File: config.mk
export PLATFORM = sky130hd
export DESIGN_NAME = gdet_ctrl_bank
export DESIGN_NICKNAME = d
export VERILOG_FILES = /design/src/rtl/gdet_pkg.sv /design/src/rtl/gdet_lock_fsm.sv /design/src/rtl/gdet_arm_ctl.sv /design/src/rtl/gdet_sens_sel.sv /design/src/rtl/gdet_trig_bank.sv /design/src/rtl/gdet_ctrl_bank.sv
export SDC_FILE = /design/constraint.sdc
export NUM_CORES = 1
export LEC_CHECK = 0
export ABC_AREA = 1
export BUFFER_PORTS_ARGS = -buffer_cell sky130_fd_sc_hd__buf_2
export CORE_ASPECT_RATIO = 0.6
export CORE_MARGIN = 5
export CORE_UTILIZATION = 40
export DETAILED_ROUTE_END_ITERATION = 10
export PLACE_DENSITY = 0.72
export SETUP_SLACK_MARGIN = 0.1
export SLEW_MARGIN = 0
export SYNTH_ARGS = -nofsm -noshare
export SYNTH_HDL_FRONTEND = slang
export SYNTH_SLANG_ARGS = --single-unit
File: constraint.sdc
create_clock -name clk -period 1.1 [get_ports clk]
set_input_delay 0.055 -clock clk [delete_from_list [all_inputs] [get_ports clk]]
set_output_delay 0.055 -clock clk [all_outputs]
set_load 0.02 [all_outputs]
File: src/rtl/gdet_pkg.sv
package gdet_pkg;

    typedef enum logic {
        LK_OPEN,
        LK_SEALED
    } lock_st_t;

    typedef enum logic [1:0] {
        SRC_NV,
        SRC_FORCE_ON,
        SRC_FORCE_OFF
    } arm_src_t;

    localparam int W_ARM    = 0;
    localparam int W_DISARM = 1;
    localparam int W_SENS   = 2;
    localparam int W_LOCK   = 3;
    localparam int W_STAT   = 4;
    localparam int W_FORCE  = 5;

endpackage

File: src/rtl/gdet_lock_fsm.sv
module gdet_lock_fsm
    import gdet_pkg::*;
#(
    parameter int LOCK_W = 8
) (
    input  logic              clk,
    input  logic              rst_n,
    input  logic              lock_wr,
    input  logic [LOCK_W-1:0] lock_wdata,
    output logic [LOCK_W-1:0] lock_val,
    output logic              wr_open
);

    lock_st_t          state_q;
    lock_st_t          state_d;
    logic [LOCK_W-1:0] val_q;

    always_ff @(posedge clk or negedge rst_n) begin
        if (!rst_n) state_q <= LK_OPEN;
        else        state_q <= state_d;
    end

    always_comb begin
        state_d = state_q;
        unique case (state_q)
            LK_OPEN:   if (lock_wr && (|lock_wdata)) state_d = LK_SEALED;
            LK_SEALED: state_d = LK_SEALED;
        endcase
    end

    always_ff @(posedge clk or negedge rst_n) begin
        if (!rst_n)                            val_q <= '0;
        else if (state_q == LK_OPEN && lock_wr) val_q <= lock_wdata;
    end

    always_comb begin
        wr_open  = (state_q == LK_OPEN);
        lock_val = val_q;
    end

endmodule

File: src/rtl/gdet_arm_ctl.sv
module gdet_arm_ctl
    import gdet_pkg::*;
#(
    parameter int              KEY_W      = 16,
    parameter logic [KEY_W-1:0] ARM_KEY    = 16'h5BAD,
    parameter logic [KEY_W-1:0] DISARM_KEY = 16'hDCAF
) (
    input  logic [KEY_W-1:0] arm_val,
    input  logic [KEY_W-1:0] disarm_val,
    input  logic             nv_arm_en,
    output logic             armed
);

    arm_src_t src;

    always_comb begin
        if (arm_val != ARM_KEY)          src = SRC_FORCE_ON;
        else if (disarm_val == DISARM_KEY) src = SRC_FORCE_OFF;
        else                             src = SRC_NV;
    end

    always_comb begin
        case (src)
            SRC_FORCE_ON:  armed = 1'b1;
            SRC_FORCE_OFF: armed = 1'b0;
            default:       armed = nv_arm_en;
        endcase
    end

endmodule

File: src/rtl/gdet_sens_sel.sv
module gdet_sens_sel #(
    parameter int NDET = 4,
    parameter int SW   = 2
) (
    input  logic [NDET*SW-1:0] sw_val,
    input  logic [NDET*SW-1:0] sw_inv,
    input  logic [NDET*SW-1:0] nv_sens,
    output logic [NDET*SW-1:0] eff_sens
);

    for (genvar i = 0; i < NDET; i++) begin : g_det
        logic [SW-1:0] v;
        logic [SW-1:0] n;
        assign v = sw_val[i*SW +: SW];
        assign n = sw_inv[i*SW +: SW];
        assign eff_sens[i*SW +: SW] = (n == ~v) ? v : nv_sens[i*SW +: SW];
    end

endmodule

File: src/rtl/gdet_trig_bank.sv
module gdet_trig_bank #(
    parameter int NDET = 4
) (
    input  logic            clk,
    input  logic            rst_n,
    input  logic            armed,
    input  logic [NDET-1:0] det_raw,
    input  logic [NDET-1:0] force_bits,
    input  logic [NDET-1:0] clr_bits,
    output logic [NDET-1:0] stat,
    output logic            alarm
);

    logic [NDET-1:0] set_bits;

    assign set_bits = (det_raw | force_bits) & {NDET{armed}};

    always_ff @(posedge clk or negedge rst_n) begin
        if (!rst_n) stat <= '0;
        else        stat <= (stat & ~clr_bits) | set_bits;
    end

    assign alarm = |stat;

endmodule

File: src/rtl/gdet_ctrl_bank.sv
module gdet_ctrl_bank
    import gdet_pkg::*;
#(
    parameter int              NDET       = 4,
    parameter int              SW         = 2,
    parameter int              KEY_W      = 16,
    parameter int              LOCK_W     = 8,
    parameter int              ADDR_W     = 5,
    parameter int              DW         = 32,
    parameter logic [KEY_W-1:0] ARM_KEY    = 16'h5BAD,
    parameter logic [KEY_W-1:0] DISARM_KEY = 16'hDCAF
) (
    input  logic               clk,
    input  logic               rst_n,
    input  logic               bus_sel,
    input  logic               bus_wr,
    input  logic [ADDR_W-1:0]  bus_addr,
    input  logic [DW-1:0]      bus_wdata,
    output logic [DW-1:0]      bus_rdata,
    input  logic               nv_arm_en,
    input  logic [NDET*SW-1:0] nv_sens,
    input  logic [NDET-1:0]    det_raw,
    output logic               armed,
    output logic [NDET*SW-1:0] det_sens,
    output logic               alarm
);

    localparam int SFW     = NDET * SW;
    localparam int INV_LSB = SFW;
    localparam int DEF_W   = 8;
    localparam int DEF_LSB = DW - DEF_W;

    logic [KEY_W-1:0]  arm_q;
    logic [KEY_W-1:0]  disarm_q;
    logic [SFW-1:0]    sens_val_q;
    logic [SFW-1:0]    sens_inv_q;
    logic [DEF_W-1:0]  sens_def_q;
    logic [LOCK_W-1:0] lock_val;
    logic              wr_open;
    logic [NDET-1:0]   trig_stat;
    logic [NDET-1:0]   force_bits;
    logic [NDET-1:0]   clr_bits;
    logic              we;
    int                word;
    logic              unused_bits;

    assign we          = bus_sel && bus_wr;
    assign word        = int'(bus_addr[ADDR_W-1:2]);
    assign unused_bits = ^{bus_addr[1:0], bus_wdata[DEF_LSB-1:INV_LSB+SFW]};

    always_ff @(posedge clk or negedge rst_n) begin
        if (!rst_n) begin
            arm_q      <= ARM_KEY;
            disarm_q   <= '0;
            sens_val_q <= '0;
            sens_inv_q <= '0;
            sens_def_q <= '0;
        end else if (we && wr_open) begin
            if (word == W_ARM)    arm_q    <= bus_wdata[KEY_W-1:0];
            if (word == W_DISARM) disarm_q <= bus_wdata[KEY_W-1:0];
            if (word == W_SENS) begin
                sens_val_q <= bus_wdata[SFW-1:0];
                sens_inv_q <= bus_wdata[INV_LSB +: SFW];
                sens_def_q <= bus_wdata[DEF_LSB +: DEF_W];
            end
        end
    end

    assign force_bits = (we && word == W_FORCE) ? bus_wdata[NDET-1:0] : '0;
    assign clr_bits   = (we && word == W_STAT)  ? bus_wdata[NDET-1:0] : '0;

    gdet_lock_fsm #(.LOCK_W(LOCK_W)) u_lock (
        .clk        (clk),
        .rst_n      (rst_n),
        .lock_wr    (we && word == W_LOCK),
        .lock_wdata (bus_wdata[LOCK_W-1:0]),
        .lock_val   (lock_val),
        .wr_open    (wr_open)
    );

    gdet_arm_ctl #(.KEY_W(KEY_W), .ARM_KEY(ARM_KEY), .DISARM_KEY(DISARM_KEY)) u_arm (
        .arm_val    (arm_q),
        .disarm_val (disarm_q),
        .nv_arm_en  (nv_arm_en),
        .armed      (armed)
    );

    gdet_sens_sel #(.NDET(NDET), .SW(SW)) u_sens (
        .sw_val   (sens_val_q),
        .sw_inv   (sens_inv_q),
        .nv_sens  (nv_sens),
        .eff_sens (det_sens)
    );

    gdet_trig_bank #(.NDET(NDET)) u_trig (
        .clk        (clk),
        .rst_n      (rst_n),
        .armed      (armed),
        .det_raw    (det_raw),
        .force_bits (force_bits),
        .clr_bits   (clr_bits),
        .stat       (trig_stat),
        .alarm      (alarm)
    );

    always_comb begin
        bus_rdata = '0;
        case (word)
            W_ARM:    bus_rdata[KEY_W-1:0] = arm_q;
            W_DISARM: bus_rdata[KEY_W-1:0] = disarm_q;
            W_SENS: begin
                bus_rdata[SFW-1:0]         = sens_val_q;
                bus_rdata[INV_LSB +: SFW]  = sens_inv_q;
                bus_rdata[DEF_LSB +: DEF_W] = sens_def_q;
            end
            W_LOCK:   bus_rdata[LOCK_W-1:0] = lock_val;
            W_STAT:   bus_rdata[NDET-1:0]   = trig_stat;
            default:  bus_rdata = '0;
        endcase
    end

endmodule

== Word-level counts from Yosys, hierarchy flattened ==
Index checks and enable logic that the tools add are counted.

* Register bits after elaboration: 69
* Input port bits: 54
* Output and inout port bits: 42
* Word-level logic and storage cells: 64

* Eq/ne operators: 17
* Multiplexer cells: 15
* Bitwise logic cells: 10
* Reduce and logical (&&, ||, !) cells: 14

{| class="wikitable"
|+ Operators by type and width
! cell !! number
|-
| 32-bit logical NOT || 2
|-
| 8-bit case mux with 3 select lines || 1
|-
| 4-bit case mux with 5 select lines || 1
|-
| 16-bit == test (second input constant) || 1
|-
| 16-bit by 15-bit inequality test with 1-bit output (second input constant) || 1
|-
| 4-bit case mux with 4 select lines || 1
|-
| 3-bit == test (second input constant) || 5
|-
| 2-bit two-way mux || 6
|-
| 3-bit by 2-bit == test with 1-bit output (second input constant) || 3
|-
| 4-bit bitwise AND || 2
|-
| 2-bit == test || 4
|-
| 4-bit two-way mux || 2
|-
| 8-bit two-way mux || 1
|-
| 2-bit NOT || 4
|-
| 4-bit bitwise OR || 2
|-
| 8-bit OR reduction || 1
|-
| 1-bit logical AND || 7
|-
| 2-bit AND reduction || 3
|-
| 4-bit NOT || 1
|-
| 1-bit case mux with 2 select lines || 2
|-
| 4-bit OR reduction || 1
|-
| 3-bit by 1-bit == test with 1-bit output (second input constant) || 1
|-
| 2-bit by 1-bit == test with 1-bit output (second input constant) || 1
|-
| 2-bit == test (second input constant) || 1
|-
| 2 further kinds || 2
|}

== Depth between registers and ports, before layout ==
* Word-level depth: 7
* Mapped depth: 9
* Mapped depth without buffers: 9

== Cells and area by module ==
Synthesis repeated with hierarchy kept, for this count alone.

* Cell total of the unflattened synthesis: 553
* Area, all modules: 3978.8 µm²

{| class="wikitable"
|+ Modules (own cells, without submodules)
! module !! instances !! cells each !! area each (µm²) !! seq. area each (µm²)
|-
| gdet_ctrl_bank || 1 || 374 || 2969.1 || 1413.9
|-
| gdet_lock_fsm || 1 || 45 || 394.1 || 225.2
|-
| gdet_sens_sel || 1 || 68 || 265.3 || 0.0
|-
| gdet_trig_bank || 1 || 23 || 176.4 || 100.1
|-
| gdet_arm_ctl || 1 || 43 || 173.9 || 0.0
|}

== Worst setup path before layout ==
No wires, ideal clock.

* Path type: flip-flop to flip-flop
* Start point: register arm_q[2]
* End point: register u_trig.stat[0]
* Library setup time: 120 ps
* Arrival time: 1179 ps
* Required time: 980 ps
* Slack: -199 ps
* Cell stages (with the launch flop): 8
* Buffers on the path: 0
* Period minus slack after synthesis: 1299 ps
* Cells stage by stage: dfstp_2 inv_1 nor3_1 nand2_1 nor2_1 nand2_1 nand2_1 nand2_1

* Word-level cells in the longest chain between the ends: 6
* Elaborated cells between the ends (all ways): 7
* Classes of those cells: eq/ne: 3; mux: 2; bitwise: 2

{| class="wikitable"
|+ Ends and longest elaborated chain
! what !! line !! source
|-
| start, declared || gdet_ctrl_bank.sv:33 || <nowiki>logic [KEY_W-1:0] arm_q;</nowiki>
|-
| start signal, assigned || gdet_ctrl_bank.sv:59 || <nowiki>if (word == W_ARM) arm_q <= bus_wdata[KEY_W-1:0];</nowiki>
|-
| 16-bit by 15-bit inequality test with 1-bit output (*) || gdet_arm_ctl.sv:17 || <nowiki>if (arm_val != ARM_KEY) src = SRC_FORCE_ON;</nowiki>
|-
| 2-bit two-way mux (*) || gdet_arm_ctl.sv:17 ||
|-
| 2-bit == test or 2-bit by 1-bit == test with 1-bit output (tied branches) || gdet_arm_ctl.sv:23 || <nowiki>case (src)</nowiki>
|-
| 1-bit case mux with 2 select lines (*) || gdet_arm_ctl.sv:23 ||
|-
| net armed || gdet_ctrl_bank.sv:23 || <nowiki>output logic armed,</nowiki>
|-
| 4-bit bitwise AND (*) || gdet_trig_bank.sv:16 || <nowiki>assign set_bits = (det_raw | force_bits) & {NDET{armed}};</nowiki>
|-
| 4-bit bitwise OR (*) || gdet_trig_bank.sv:20 || <nowiki>else stat <= (stat & ~clr_bits) | set_bits;</nowiki>
|-
| end signal, assigned || gdet_trig_bank.sv:20 ||
|-
| end, declared || gdet_trig_bank.sv:10 || <nowiki>output logic [NDET-1:0] stat,</nowiki>
|}

Mark *: on every way through the listed nets, which the timed path passes. The rest lies on a longest branch.
A chain may end at the register's enable or synchronous reset.

== Final worst setup path ==
* Start point: register arm_q[0]
* End point: output armed

* Word-level cells in the longest chain between the ends: 4
* Elaborated cells between the ends (all ways): 5
* Classes of those cells: eq/ne: 3; mux: 2

{| class="wikitable"
|+ Ends and longest elaborated chain
! what !! line
|-
| 16-bit by 15-bit inequality test with 1-bit output (*) || gdet_arm_ctl.sv:17
|-
| 2-bit two-way mux (*) || gdet_arm_ctl.sv:17
|-
| 2-bit == test or 2-bit by 1-bit == test with 1-bit output (tied branches) || gdet_arm_ctl.sv:23
|-
| 1-bit case mux with 2 select lines (*) || gdet_arm_ctl.sv:23
|-
| end, declared || gdet_ctrl_bank.sv:23
|}

Every way passes the cells marked *; elsewhere a longest branch is shown, timed or not.

==> flow_summary_export.csv <==
group,metric,value,unit
finish,finish.instance_area,6890,um2
timing,fin_ws,-0.688,ns
die,fp.dieW,132,um
global_route,number_of_global_route_vias_before_repair,4203,
timing,setup_violations,94,
die,boundaryPins,96,
setup_path,worstSetupEndpointType,"output port",
setup_path,cell_depth_of_the_worst_flop_to_flop_path,9,
logic_synthesis,synth-seq-area-share,49.1,%
timing,slew_viol_final,0,
place,port_buffers,77,
global_route,residual_overflow_from_global_routing,0,
clock_network,clock_latency,0.35,ns
die,initial_standard_cell_utilization_of_the_core,41.3,%
clock_network,cts_tree,"yes",
run_status,failed_checks,"negative setup slack",
global_route,number_of_antenna_violations_at_the_first_check_in_global_routing,0,
timing,period_utilisation_layout,163,%
setup_path,worstSetupStartpointType,"register",
routing,drt_pass1_iterations,5,
setup_path,timing.setup.critical_path_class,"reg2out",
place,post_placement_worst_setup_slack,-0.251,ns
logic_synthesis,synth.distinct_cells,29,
global_route,global_route.usage.total,25.9,%
setup_path,critical_path_peak_fanout,2,
die,row_count,26,
setup_path,cp_data_required_time,1.04,ns
global_route,global_route_wire_length_before_repair,22300,um
setup_path,worst_r2r_endpoint,"u_trig.stat[3]$_DFF_PN0_",
finish,layout_common_cells,"buf_4, nand2_1, buf_6",
routing,routed_wl,16300,um
logic_synthesis,post_synth_inst_count,460,
finish,mostFrequentLayoutCell,"buf_4",
place,dp_wirelength,7550,um
finish,post_route_cells_drive_above_1_share,64.8,%
place,post_dp_cell_area,4600,um2
timing,setup_total_negative_slack,-25.28,ns
timing,timing_hold_violations_final,0,
routing,initial_drc_count,331,
global_route,grt_start_max_net_pins,40,
power,leakagePower,3.29,nW
run_status,outcome,"finished, violations left",
job,max_cap_viol_count,0,
clock_network,clk_root_buffer_cell,"clkbuf_16",
clock_network,cts_buffer_depth,2,
place,placed_cells_incl_taps,705,
finish,final_nets,723,
power,p_per_area,909,nW/um2
min_path,hold_end,"u_trig.stat[2]$_DFF_PN0_",
clock_network,htreeDepth,3,
power,post-layout-total-power,6.26,mW
place,gp_congestion,0.870,
setup_path,timing.reg2reg.setup_slack,-0.64,ns
logic_synthesis,ys_ff_latch,69,
logic_synthesis,yosys_warnings,0,
power,worst_ir_drop_vdd,0.695,mV
finish,diodes,0,
die,fp.dieArea,10900,um2
timing,maximum_clock_skew_at_final_layout,0.0171,ns
routing,via_count,4256,
die,die_y_extent,82.9,um
finish,layout-area-overhead-vs-synth,94.4,%
min_path,min-delay-path-class,"in2reg",
timing,setup_repair_after_global_routing_missed_its_margin,"true",
logic_synthesis,mean_area_per_synthesized_cell,7.70,um2
die,fp.coreArea,8590,um2
min_path,worst_hold_startpoint,"det_raw[2]",
clock_network,clock-sinks,69,
clock_network,cts_inserted_buffers,9,
setup_path,r2r-start,"arm_q[0]$_DFFE_PN1P_",
routing,routed_via_density,5.41,
routing,dr_drc_count,0,
timing,fin_crit,1.79,ns
clock_network,clk_transition_reported_paths,0.06,ns
min_path,timing.hold.worst_path_depth,4,
routing,per_cell_routed_wire_length,20.8,um
logic_synthesis,syn_area,3540,um2
routing,drt.antenna.violating_nets,0,
setup_path,cp.arrival,1.73,ns
timing,timing.fmax,0.559,GHz
finish,layoutNonFillerInstCount,786,
## where the power goes
group | switching (mW) | internal, mW
clock | 1.13 | 1.71
combinational | 0.474 | 0.352
sequential | 0.0220 | 2.57
total | 1.62 | 4.63
## Yosys cell counts
master / instances / area, um2
inv_1: 51 / 191
o21ai_1: 21 / 105
dfstp_2: 10 / 263
conb_1: 1 / 3.75
nand2_1: 153 / 574
o211ai_1: 3 / 22.5
o2111ai_1: 4 / 35.0
dfrtp_1: 59 / 1480
a21oi_1: 4 / 20.0
inv_2: 3 / 11.3
o21bai_1: 4 / 30.0
buf_4: 8 / 60.1
a21oi_2: 8 / 70.1
nand3_2: 1 / 10.0
o21ai_0: 49 / 245
nand2_4: 1 / 11.3
nand4_1: 3 / 18.8
nor2_1: 42 / 158
clkbuf_1: 2 / 7.51
nor3_4: 1 / 16.3
buf_2: 9 / 45.0
nand3_1: 5 / 25.0
nand2_2: 3 / 18.8
clkbuf_2: 1 / 5.00
xor2_1: 4 / 35.0
nor2_4: 1 / 11.3
o221ai_1: 1 / 8.76
buf_6: 4 / 45.0
nor3_1: 4 / 20.0
## metal layers
layer  vias to the layer above  GRT usage (%)  part of all wire, %
met5                         -              0                    0
met4                         0           10.3                  4.7
met3                        81           6.28                  9.7
met2                       252           40.0                   46
met1                      2036           35.0                   39
li1                       1887              -                    -
## stage by stage
step,utilization (%),hold WS [ns]
floorplan,-,-0.241
global placement,53.5,-0.0248
detailed placement,53.5,-0.0247
CTS,73.1,0.00150
global route,80.2,0.0252
finish,80.2,0.0209
## worst max-delay path by stage
stage | start | to | slack (ns) | cells after the start
after floorplan | arm_q[7]$_DFFE_PN1P_ | u_trig.stat[2]$_DFF_PN0_ | -0.14 | 7
after global placement | arm_q[7]$_DFFE_PN1P_ | u_trig.stat[3]$_DFF_PN0_ | -0.25 | 7
after detailed placement | arm_q[7]$_DFFE_PN1P_ | u_trig.stat[3]$_DFF_PN0_ | -0.25 | 7
after CTS | arm_q[8]$_DFFE_PN1P_ | armed | -0.48 | 6
after global routing | arm_q[0]$_DFFE_PN1P_ | armed | -0.75 | 6
final | arm_q[0]$_DFFE_PN1P_ | armed | -0.69 | 6
## registers in the layout (all words and copies together), names as in the netlist
signal and flops:
arm_q 16, disarm_q 16, sens_def_q 8, sens_inv_q 8
sens_val_q 8, u_lock.lock_val 8, u_trig.stat 4, u_lock.state_q 1
## critical path: stages, from the launching register on
cell and delay, ns:
dfstp_2 0.54, nand2_1 0.10, nor3_2 0.20, nand2_1 0.15, nor2_2 0.17, nand2_2 0.10, buf_6 0.14
## logic make-up (layout without fill, tap and decap cells)
logic type	after synthesis	in the layout	synth area share [%]
buffers and inverters	78	281	10.3
AO/OA/AOI/OAI	94	94	15.1
flip-flops	69	69	49.1
AND/OR/NAND/NOR	214	218	24.4
other	1	8	0.106
XOR/XNOR	4	4	0.989
## layout make-up
class	count	area [um2]
Clock inverter	1	5.00
Fill cell	464	1700
Sequential cell	69	1740
Timing Repair Buffer	211	2040
Inverter	54	235
Tap cell	112	140
Multi-Input combinational cell	324	2450
Clock buffer	15	278
## timing repair
action,CTS,global route
endpoints found under the hold margin,57,0
pin swaps,53,49
hold buffers,11,0
setup buffers,27,23
setup endpoints to repair,102,102
cloned,11,0
gates resized for setup,282,121
Note: power is estimated with default switching activity, not from simulation.
